`src/rtl/tvl_pkg.sv`:
```
package tvl_pkg;

    typedef logic signed [2:0] tval_t;

    typedef enum logic [2:0] {
        OP_AND   = 3'd0,
        OP_OR    = 3'd1,
        OP_NOT   = 3'd2,
        OP_IMPL  = 3'd3,
        OP_CONS  = 3'd4,
        OP_ACONS = 3'd5,
        OP_CMP   = 3'd6,
        OP_NONE  = 3'd7
    } op_e;

    typedef enum logic [2:0] {
        LG_KLEENE  = 3'd0,
        LG_LUKA    = 3'd1,
        LG_HEYTING = 3'd2,
        LG_RM3     = 3'd3,
        LG_BOCHVAR = 3'd4
    } logic_e;

    localparam logic [1:0] CODE_Z = 2'b00;
    localparam logic [1:0] CODE_P = 2'b01;
    localparam logic [1:0] CODE_N = 2'b11;

    function automatic tval_t trit_dec(input logic [1:0] code);
        case (code)
            CODE_P:  trit_dec = 3'sd1;
            CODE_N:  trit_dec = -3'sd1;
            default: trit_dec = 3'sd0;
        endcase
    endfunction

    function automatic logic [1:0] trit_enc(input tval_t v);
        if (v > 3'sd0)      trit_enc = CODE_P;
        else if (v < 3'sd0) trit_enc = CODE_N;
        else                trit_enc = CODE_Z;
    endfunction

endpackage

```
`src/rtl/tvl_mode_decode.sv`:
```
module tvl_mode_decode
    import tvl_pkg::*;
(
    input  logic [1:0] mode_code,
    input  logic [1:0] sub_code,
    output logic_e     lg
);
    tval_t mode_v;
    tval_t sub_v;

    always_comb begin
        mode_v = trit_dec(mode_code);
        sub_v  = trit_dec(sub_code);
        if (mode_v > 3'sd0) begin
            lg = LG_BOCHVAR;
        end else if (mode_v == 3'sd0) begin
            lg = LG_KLEENE;
        end else if (sub_v < 3'sd0) begin
            lg = LG_HEYTING;
        end else if (sub_v == 3'sd0) begin
            lg = LG_LUKA;
        end else begin
            lg = LG_RM3;
        end
    end
endmodule

```
`src/rtl/tvl_trit_cell.sv`:
```
module tvl_trit_cell
    import tvl_pkg::*;
(
    input  logic [1:0] a_code,
    input  logic [1:0] b_code,
    input  op_e        op,
    input  logic_e     lg,
    output logic [1:0] y_code
);
    tval_t a, b, lo, hi, neg, imp, luk, r;
    logic  any_z;

    always_comb begin
        a     = trit_dec(a_code);
        b     = trit_dec(b_code);
        any_z = (a == 3'sd0) || (b == 3'sd0);
        lo    = (a < b) ? a : b;
        hi    = (a > b) ? a : b;

        if (lg == LG_HEYTING) neg = (a < 3'sd0) ? 3'sd1 : -3'sd1;
        else                  neg = -a;

        luk = -a + b + 3'sd1;
        case (lg)
            LG_LUKA:    imp = (luk > 3'sd1) ? 3'sd1 : luk;
            LG_HEYTING: imp = (a <= b) ? 3'sd1 : b;
            LG_RM3: begin
                if (a < 3'sd0 || b > 3'sd0)        imp = 3'sd1;
                else if (a == 3'sd0 && b == 3'sd0) imp = 3'sd0;
                else                                imp = -3'sd1;
            end
            LG_BOCHVAR: imp = any_z ? 3'sd0 : (((-a) > b) ? -a : b);
            default:    imp = ((-a) > b) ? -a : b;
        endcase

        case (op)
            OP_AND:   r = (lg == LG_BOCHVAR && any_z) ? 3'sd0 : lo;
            OP_OR:    r = (lg == LG_BOCHVAR && any_z) ? 3'sd0 : hi;
            OP_NOT:   r = neg;
            OP_IMPL:  r = imp;
            OP_CONS:  r = (a == b) ? a : 3'sd0;
            OP_ACONS: r = (a == b) ? 3'sd0 : -(a + b);
            OP_CMP:   r = (a > b) ? 3'sd1 : ((a < b) ? -3'sd1 : 3'sd0);
            default:  r = 3'sd0;
        endcase
        y_code = trit_enc(r);
    end
endmodule

```
`src/rtl/tvl_unit.sv`:
```
module tvl_unit
    import tvl_pkg::*;
#(
    parameter int NUM_TRITS = 27,
    localparam int WORD_W = 2 * NUM_TRITS
) (
    input  logic              clk,
    input  logic              rst_n,
    input  logic [WORD_W-1:0] opd_a,
    input  logic [WORD_W-1:0] opd_b,
    input  logic [2:0]        op_sel,
    input  logic [1:0]        logic_mode,
    input  logic [1:0]        logic_sub,
    output logic [WORD_W-1:0] result
);
    typedef struct packed {
        logic [WORD_W-1:0] word;
    } state_t;

    state_t            st_d, st_q;
    logic_e            lg_sel;
    op_e               op_cur;
    logic [WORD_W-1:0] cell_y;

    assign op_cur = op_e'(op_sel);

    tvl_mode_decode u_mode (
        .mode_code (logic_mode),
        .sub_code  (logic_sub),
        .lg        (lg_sel)
    );

    for (genvar i = 0; i < NUM_TRITS; i++) begin : g_trit
        tvl_trit_cell u_cell (
            .a_code (opd_a[2*i +: 2]),
            .b_code (opd_b[2*i +: 2]),
            .op     (op_cur),
            .lg     (lg_sel),
            .y_code (cell_y[2*i +: 2])
        );
    end

    always_comb begin
        st_d      = st_q;
        st_d.word = cell_y;
    end

    always_ff @(posedge clk) begin
        if (!rst_n) st_q <= '0;
        else        st_q <= st_d;
    end

    assign result = st_q.word;
endmodule

```
`config.mk`:
```
export PLATFORM = sky130hd
export DESIGN_NAME = tvl_unit
export DESIGN_NICKNAME = d
export VERILOG_FILES = /design/src/rtl/tvl_pkg.sv /design/src/rtl/tvl_mode_decode.sv /design/src/rtl/tvl_trit_cell.sv /design/src/rtl/tvl_unit.sv
export SDC_FILE = /design/constraint.sdc
export NUM_CORES = 1
export LEC_CHECK = 0
export ABC_AREA = 1
export BUFFER_PORTS_ARGS = -buffer_cell sky130_fd_sc_hd__buf_2
export CORE_ASPECT_RATIO = 1.5
export CORE_UTILIZATION = 30
export CTS_CLUSTER_DIAMETER = 40
export DETAILED_ROUTE_END_ITERATION = 10
export PLACE_DENSITY = 0.56
export SYNTH_ARGS = -nofsm -noshare
export SYNTH_HDL_FRONTEND = slang
export SYNTH_SLANG_ARGS = --single-unit
```
`constraint.sdc`:
```
create_clock -name clk -period 6.4 [get_ports clk]
set_clock_uncertainty 0.15 [all_clocks]
set_input_delay 0.64 -clock clk [delete_from_list [all_inputs] [get_ports clk]]
set_output_delay 0.64 -clock clk [all_outputs]
set_load 0.02 [all_outputs]
```
==> impl_metrics.env, run 1 <==
export IMPL_period_share_pct=53.9
export IMPL_max_cap_violations=0
export IMPL_syn_mean_instance_area_um2=5.38
export IMPL_grt_busiest_layer="met2"
export IMPL_coreArea_um2=55800
export IMPL_clkSlewWorstSetupHoldPaths_ps=90
export IMPL_grt_max_degree=58
export IMPL_worst_path_max_delay_cell="sky130_fd_sc_hd__nor2_4"
export IMPL_tightest_slew_ps=1230
export IMPL_finish_cell_count_without_fillers=3972
export IMPL_tritoncts_num_sinks=54
export IMPL_totalWireLength_mm=66.8
export IMPL_route_antenna_remaining_nets=0
export IMPL_synth_edff_count=0
export IMPL_max_clock_freq_mhz=290
export IMPL_clk_root_buffer_cell="sky130_fd_sc_hd__clkbuf_16"
export IMPL_drt_pre_antenna_iters=8
export IMPL_synth_largest_type_area_fraction_pct=22.4
export IMPL_grt_pass1_wl_mm=103
export IMPL_critical_path_arrival_ps=3570
export IMPL_finalHoldViolations=0
export IMPL_yosys_area_top_type="sky130_fd_sc_hd__nand2_1"
export IMPL_worstHoldStart="rst_n"
export IMPL_std_cell_rows=106
export IMPL_io_buffer_count=170
export IMPL_dr_total_vias=19899
export IMPL_yosys_top_cells_area="sky130_fd_sc_hd__nand2_1 22%, sky130_fd_sc_hd__ha_1 20%, sky130_fd_sc_hd__nand3_1 11%, sky130_fd_sc_hd__inv_1 9.7%, sky130_fd_sc_hd__nor2_1 8.7%"
export IMPL_start_kind="input port"
export IMPL_largest_register_ffs=54
export IMPL_post_route_drc_count=0
export IMPL_syn_cell_area_um2=16900
export IMPL_post_cts_setup_buffers=0
export IMPL_mappedNetlistNets=3564
export IMPL_global_route_usage_met2_pct=41.4
export IMPL_gpl_final_weighted_congestion=0.922
export IMPL_fin_tns_setup_ps=0
export IMPL_detail_route_vias_per_cell=5.01
export IMPL_ir_drop_uv=125
export IMPL_sequential_element_share_of_the_synthesized_area_pct=6.38
export IMPL_timing_setup_critical_path_class="input port to flop"
export IMPL_drv_slew=0
export IMPL_synth_seq_cells=54
export IMPL_cts_htree_levels=2
export IMPL_run_status="completed"
export IMPL_required_ps=6520
export IMPL_gr_usage_met3_pct=2.98
export IMPL_synth_most_common_cell="sky130_fd_sc_hd__nand2_1"
export IMPL_postSynthCellCount=3150
export IMPL_hpwlAfterDp_mm=49.0
export IMPL_flow_area_growth_from_synthesis_pct=9.27
export IMPL_setup_viol=0
export IMPL_number_of_buffers_inserted_for_hold_repair_after_clock_tree_synthesis=0
export IMPL_layout_core_utilization_pct=33.2
export IMPL_gr_met1_demand_resource_pct=25.2
export IMPL_max_clock_path_buffers=2
export IMPL_initialDrtViolationCount=1448
export IMPL_globalRoute_totalOverflow=0
export IMPL_crit_path_cell_trace="buf_2, buf_4, nand3_4, nor2_4, buf_4, nand4_1, nand2_1, nor2_1, nand3_1, nand2_1, a21oi_1"
export IMPL_grt_setup_unrepaired="no"
export IMPL_period_needed_ps=3450
export IMPL_leakage_nw=10.7
export IMPL_cts_inserted_buffers=5
export IMPL_tritoncts="built"
export IMPL_post_place_cells=3965
export IMPL_dieWidth_um=196
export IMPL_worstHoldPathType="input port to flop"
export IMPL_floorplan_die_area_um2=57500
export IMPL_min_path_cells=3
export IMPL_async_set_reset_flop_share_out_of_synthesis_pct=0
export IMPL_drt_wirelength_per_cell_um=16.8
export IMPL_first_global_vias=19252
export IMPL_post_cts_resized_instances=0
export IMPL_cpPeakStageDelay_ps=800
export IMPL_layout_cell_share_with_drive_strength_beyond_1_pct=7.03
export IMPL_total_power_per_unit_cell_area_nw_per_um2=107
export IMPL_critical_path_max_fanout=29
export IMPL_grt_usage_pct=22.9
export IMPL_start_util_pct=30.3
export IMPL_postSynth_topFlopCell="sky130_fd_sc_hd__dfxtp_1"
export IMPL_synthesis_yosys_warnings=0
export IMPL_crit_path_capture_type="flop"
export IMPL_layout_nets=3630
export IMPL_io_pin_count=171
export IMPL_hold_path_end="result[50]$_SDFF_PN0_"
export IMPL_fp_dieH_um=293
export IMPL_synth_top_cells_by_count="1,009 x sky130_fd_sc_hd__nand2_1, 436 x sky130_fd_sc_hd__inv_1, 393 x sky130_fd_sc_hd__nor2_1"
export IMPL_synth_cell_types=34
export IMPL_grt_antenna_before_repair=4
export IMPL_timing_max_slew_rel_slack_pct=17.8
==> cell families (layout without fill, tap and decap cells) <==
family / Yosys count / in the layout / synth area share (%)
other: 0 / 1 / 0
adders and majority gates: 297 / 297 / 23.1
DFF: 54 / 54 / 6.38
AOI/OAI and AO/OA: 323 / 323 / 10.0
and+or+nand+nor: 1884 / 1884 / 46.3
xor gates and xnor gates: 21 / 21 / 1.09
buffers and inverters: 571 / 636 / 13.1
==> cell usage in the layout, fill, tap and decap left out <==
cell	instances
sky130_fd_sc_hd__buf_4	20
sky130_fd_sc_hd__diode_2	1
sky130_fd_sc_hd__inv_1	435
sky130_fd_sc_hd__nand3_4	1
sky130_fd_sc_hd__fa_1	27
sky130_fd_sc_hd__and2_0	1
sky130_fd_sc_hd__o21ai_4	1
sky130_fd_sc_hd__o21ai_0	167
sky130_fd_sc_hd__a21oi_1	119
sky130_fd_sc_hd__nor2_1	390
sky130_fd_sc_hd__nand3_2	1
sky130_fd_sc_hd__nor2_4	7
sky130_fd_sc_hd__nand2_1	1008
sky130_fd_sc_hd__xor2_1	20
sky130_fd_sc_hd__ha_1	270
sky130_fd_sc_hd__clkbuf_16	5
sky130_fd_sc_hd__clkbuf_8	1
sky130_fd_sc_hd__inv_2	5
sky130_fd_sc_hd__nand3_1	361
sky130_fd_sc_hd__dfxtp_1	54
sky130_fd_sc_hd__o21ai_1	4
sky130_fd_sc_hd__o2111ai_1	1
sky130_fd_sc_hd__and2_1	5
sky130_fd_sc_hd__xnor2_1	1
sky130_fd_sc_hd__a31oi_1	1
sky130_fd_sc_hd__nand2_2	2
sky130_fd_sc_hd__buf_2	170
sky130_fd_sc_hd__or2_0	7
sky130_fd_sc_hd__nand4_1	54
sky130_fd_sc_hd__o211ai_1	28
sky130_fd_sc_hd__nor3_1	18
sky130_fd_sc_hd__nor2_2	2
sky130_fd_sc_hd__a211oi_1	2
sky130_fd_sc_hd__nand3b_1	16
sky130_fd_sc_hd__or2_2	11
==> stage by stage <==
stage	hold WS (ps)	power, mW	instance area (um^2)	worst slack (ps)
after floorplan	625	1.26	16900	3940
after global placement	906	1.64	18400	2700
after detailed placement	906	1.64	18400	2640
after CTS	568	1.99	18500	3000
after global routing	590	2.17	18500	2780
final	589	1.99	18500	2950
==> routing by layer <==
metal / vias to the layer above / part of all wire (%)
met5: - / 0.034
met4: 4 / 6.2
met3: 208 / 5.8
met2: 681 / 49
met1: 8972 / 39
li1: 10034 / -
==> how the worst max path moves through the flow <==
| stage | slack (ps) | cells past startpoint | end | from |
|---|---|---|---|---|
| detailed placement | 2640 | 11 | result[36]$_SDFF_PN0_ | logic_mode[0] |
| floorplan | 3940 | 13 | result[22]$_SDFF_PN0_ | opd_b[22] |
| CTS | 3000 | 11 | result[36]$_SDFF_PN0_ | logic_mode[1] |
| finish | 2950 | 11 | result[44]$_SDFF_PN0_ | logic_mode[1] |
| global placement | 2700 | 11 | result[26]$_SDFF_PN0_ | logic_mode[0] |
| global route | 2780 | 11 | result[44]$_SDFF_PN0_ | logic_mode[0] |
==> final cells by class <==
cell class | count | area, um^2
Fill cell | 6410 | 37300
Multi-Input combinational cell | 2525 | 13700
Inverter | 440 | 1650
Sequential cell | 54 | 1080
Timing Repair Buffer | 190 | 1000
Tap cell | 756 | 946
Clock buffer | 6 | 139
Antenna cell | 1 | 2.50
==> where the power goes <==
group	leakage (nW)	switching [mW]	internal [mW]	total, mW
clock	0.0688	0.186	0.154	0.340
sequential	0.446	0.0171	0.371	0.388
combinational	10.2	0.861	0.396	1.26
total	10.7	1.06	0.921	1.99
==> worst max-delay path: cells and delay by family <==
kind                   cells  cell delay, ps
and+or+nand+nor            7            1500
buffers and inverters      3            1200
AOI/OAI and AO/OA          1             160
Note: power is estimated with default switching activity, not from simulation.
==> inputs of run 2 (changes only) <==
--- a/config.mk
+++ b/config.mk
@@ -11,7 +11,7 @@
 export CORE_UTILIZATION = 30
 export CTS_CLUSTER_DIAMETER = 40
 export DETAILED_ROUTE_END_ITERATION = 10
-export PLACE_DENSITY = 0.56
+export PLACE_DENSITY = 0.58
 export SYNTH_ARGS = -nofsm -noshare
 export SYNTH_HDL_FRONTEND = slang
 export SYNTH_SLANG_ARGS = --single-unit
==> constraint.sdc (replaced) <==
create_clock -name clk -period 3.1 [get_ports clk]
set_clock_uncertainty 0.15 [all_clocks]
set_input_delay 0.31 -clock clk [delete_from_list [all_inputs] [get_ports clk]]
set_output_delay 0.31 -clock clk [all_outputs]
set_load 0.02 [all_outputs]
==> impl_metrics.env, run 2 (synthesized netlist as in run 1, its figures left out) <==
export IMPL_run_status="completed"
export IMPL_share_comb_of_total_power_pct=63.9
export IMPL_ir_drop_uv=213
export IMPL_post_cts_resized_instances=0
export IMPL_tightest_slew_ps=676
export IMPL_layout_filler_cells=6336
export IMPL_first_global_vias=19115
export IMPL_coreArea_um2=55800
export IMPL_placed_area_um2=18700
export IMPL_power_net_switching_mw=2.18
export IMPL_worstPathBufferInverterCount=3
export IMPL_io_buffer_count=170
export IMPL_dr_total_vias=19841
export IMPL_power_report_internal_total_mw=1.91
export IMPL_period_share_pct=72.3
export IMPL_std_cell_rows=106
export IMPL_flow_area_growth_from_synthesis_pct=11.1
export IMPL_drt_pre_antenna_iters=7
export IMPL_critical_path_arrival_ps=2300
export IMPL_critical_path_top_delay_family="buffers and inverters"
export IMPL_dieWidth_um=196
export IMPL_max_cap_violations=0
export IMPL_detail_route_vias_per_cell=4.95
export IMPL_finish_cell_count_without_fillers=4008
export IMPL_cpPeakStageDelay_ps=480
export IMPL_setup_viol=0
export IMPL_grt_antenna_before_repair=12
export IMPL_finalHoldViolations=0
export IMPL_start_kind="input port"
export IMPL_initialDrtViolationCount=1269
export IMPL_power_sequential_fraction_pct=19.5
export IMPL_post_place_cells=3996
export IMPL_layout_core_utilization_pct=33.7
export IMPL_worst_path_stages=8
export IMPL_mostFrequentLayoutCells="1,008 x sky130_fd_sc_hd__nand2_1, 435 x sky130_fd_sc_hd__inv_1, 390 x sky130_fd_sc_hd__nor2_1"
export IMPL_grt_setup_unrepaired="no"
export IMPL_clock_network_power_share_pct=16.6
export IMPL_cts_inserted_buffers=5
export IMPL_grt_max_degree=41
export IMPL_grt_pass1_wl_mm=102
export IMPL_route_antenna_remaining_nets=0
export IMPL_tritoncts_num_sinks=54
export IMPL_max_clock_freq_mhz=446
export IMPL_max_clock_path_buffers=2
export IMPL_fp_dieH_um=293
export IMPL_post_cts_setup_buffers=0
export IMPL_worst_path_max_delay_cell="sky130_fd_sc_hd__buf_4"
export IMPL_min_path_cells=3
export IMPL_crit_path_capture_type="flop"
export IMPL_worstHoldStart="rst_n"
export IMPL_clkSlewWorstSetupHoldPaths_ps=100
export IMPL_timing_setup_critical_path_class="input port to flop"
export IMPL_layout_nets=3661
export IMPL_required_ps=3160
export IMPL_totalWireLength_mm=65.9
export IMPL_sw_share_pct=53.3
export IMPL_start_util_pct=30.3
export IMPL_globalRoute_totalOverflow=0
export IMPL_critical_path_max_fanout=33
export IMPL_crit_path_cell_trace="buf_2, buf_4, nand4_1, buf_4, a21oi_1, and2_1, nor2_1, a21oi_1"
export IMPL_io_pin_count=171
export IMPL_total_power_per_unit_cell_area_nw_per_um2=217
export IMPL_post_route_cell_area_um2=18800
export IMPL_gpl_final_weighted_congestion=0.917
export IMPL_cts_htree_levels=2
export IMPL_fin_tns_setup_ps=0
export IMPL_largest_register_ffs=54
export IMPL_drt_wirelength_per_cell_um=16.4
export IMPL_timing_max_slew_rel_slack_pct=54.9
export IMPL_number_of_buffers_inserted_for_hold_repair_after_clock_tree_synthesis=0
export IMPL_clk_root_buffer_cell="sky130_fd_sc_hd__clkbuf_16"
export IMPL_post_route_drc_count=0
export IMPL_report_power_total_mw=4.09
export IMPL_layout_commonest_cell="sky130_fd_sc_hd__nand2_1"
export IMPL_leakage_nw=10.8
export IMPL_period_needed_ps=2240
export IMPL_tritoncts="built"
export IMPL_grt_usage_pct=22.7
export IMPL_floorplan_die_area_um2=57500
export IMPL_worstHoldPathType="input port to flop"
export IMPL_drv_slew=0
export IMPL_layout_cell_share_with_drive_strength_beyond_1_pct=7.88
export IMPL_hold_path_end="result[6]$_SDFF_PN0_"
export IMPL_hpwlAfterDp_mm=50.4
[run 2: worst max path at each step]
| stage | startpoint | end | slack [ps] |
|---|---|---|---|
| finish | logic_mode[0] | result[21]$_SDFF_PP0_ | 860 |
| global route | opd_a[50] | result[50]$_SDFF_PN0_ | 710 |
| CTS | opd_b[0] | result[0]$_SDFF_PN0_ | 940 |
| detailed placement | opd_a[50] | result[50]$_SDFF_PN0_ | 560 |
| global placement | opd_b[0] | result[0]$_SDFF_PN0_ | 550 |
| floorplan | opd_b[22] | result[22]$_SDFF_PN0_ | 970 |
[run 2: area by class of cell]
type / count / area [um^2] / share of cell area (%)
diodes: 5 / 12.5 / 0.0664
clock buffers: 6 / 129 / 0.684
clock inverters: 1 / 7.51 / 0.0399
inverters: 440 / 1650 / 8.77
multi-input cells: 2525 / 13700 / 72.7
flip-flops and latches: 54 / 1080 / 5.74
well taps: 756 / 946 / 5.02
repair buffers: 221 / 1310 / 6.95
[run 2: power by group through the flow]
stage	Clock, mW	Combinational, mW	Sequential [mW]
4_1_cts	0.733	2.60	0.797
2_1_floorplan	0	1.72	0.891
3_5_place_dp	0	2.58	0.812
5_1_grt	0.748	2.96	0.802
3_3_place_gp	0	2.58	0.814
6_report	0.680	2.61	0.795
[run 2: metrics by stage]
step	hold slack [ps]	worst slack [ps]
after floorplan	295	974
after global routing	145	708
final	138	859
after global placement	518	549
after CTS	108	939
after detailed placement	513	562
[run 2: layer usage]
metal | wire length [um] | global-route usage (%) | vias to the layer above | part of all wire [%]
met1 | 26400 | 25.5 | 8895 | 40
met2 | 31800 | 40.3 | 603 | 48
met5 | 116 | 0 | - | 0.18
met4 | 3640 | 12.8 | 18 | 5.5
met3 | 3890 | 3.90 | 214 | 5.9
li1 | - | - | 10111 | -
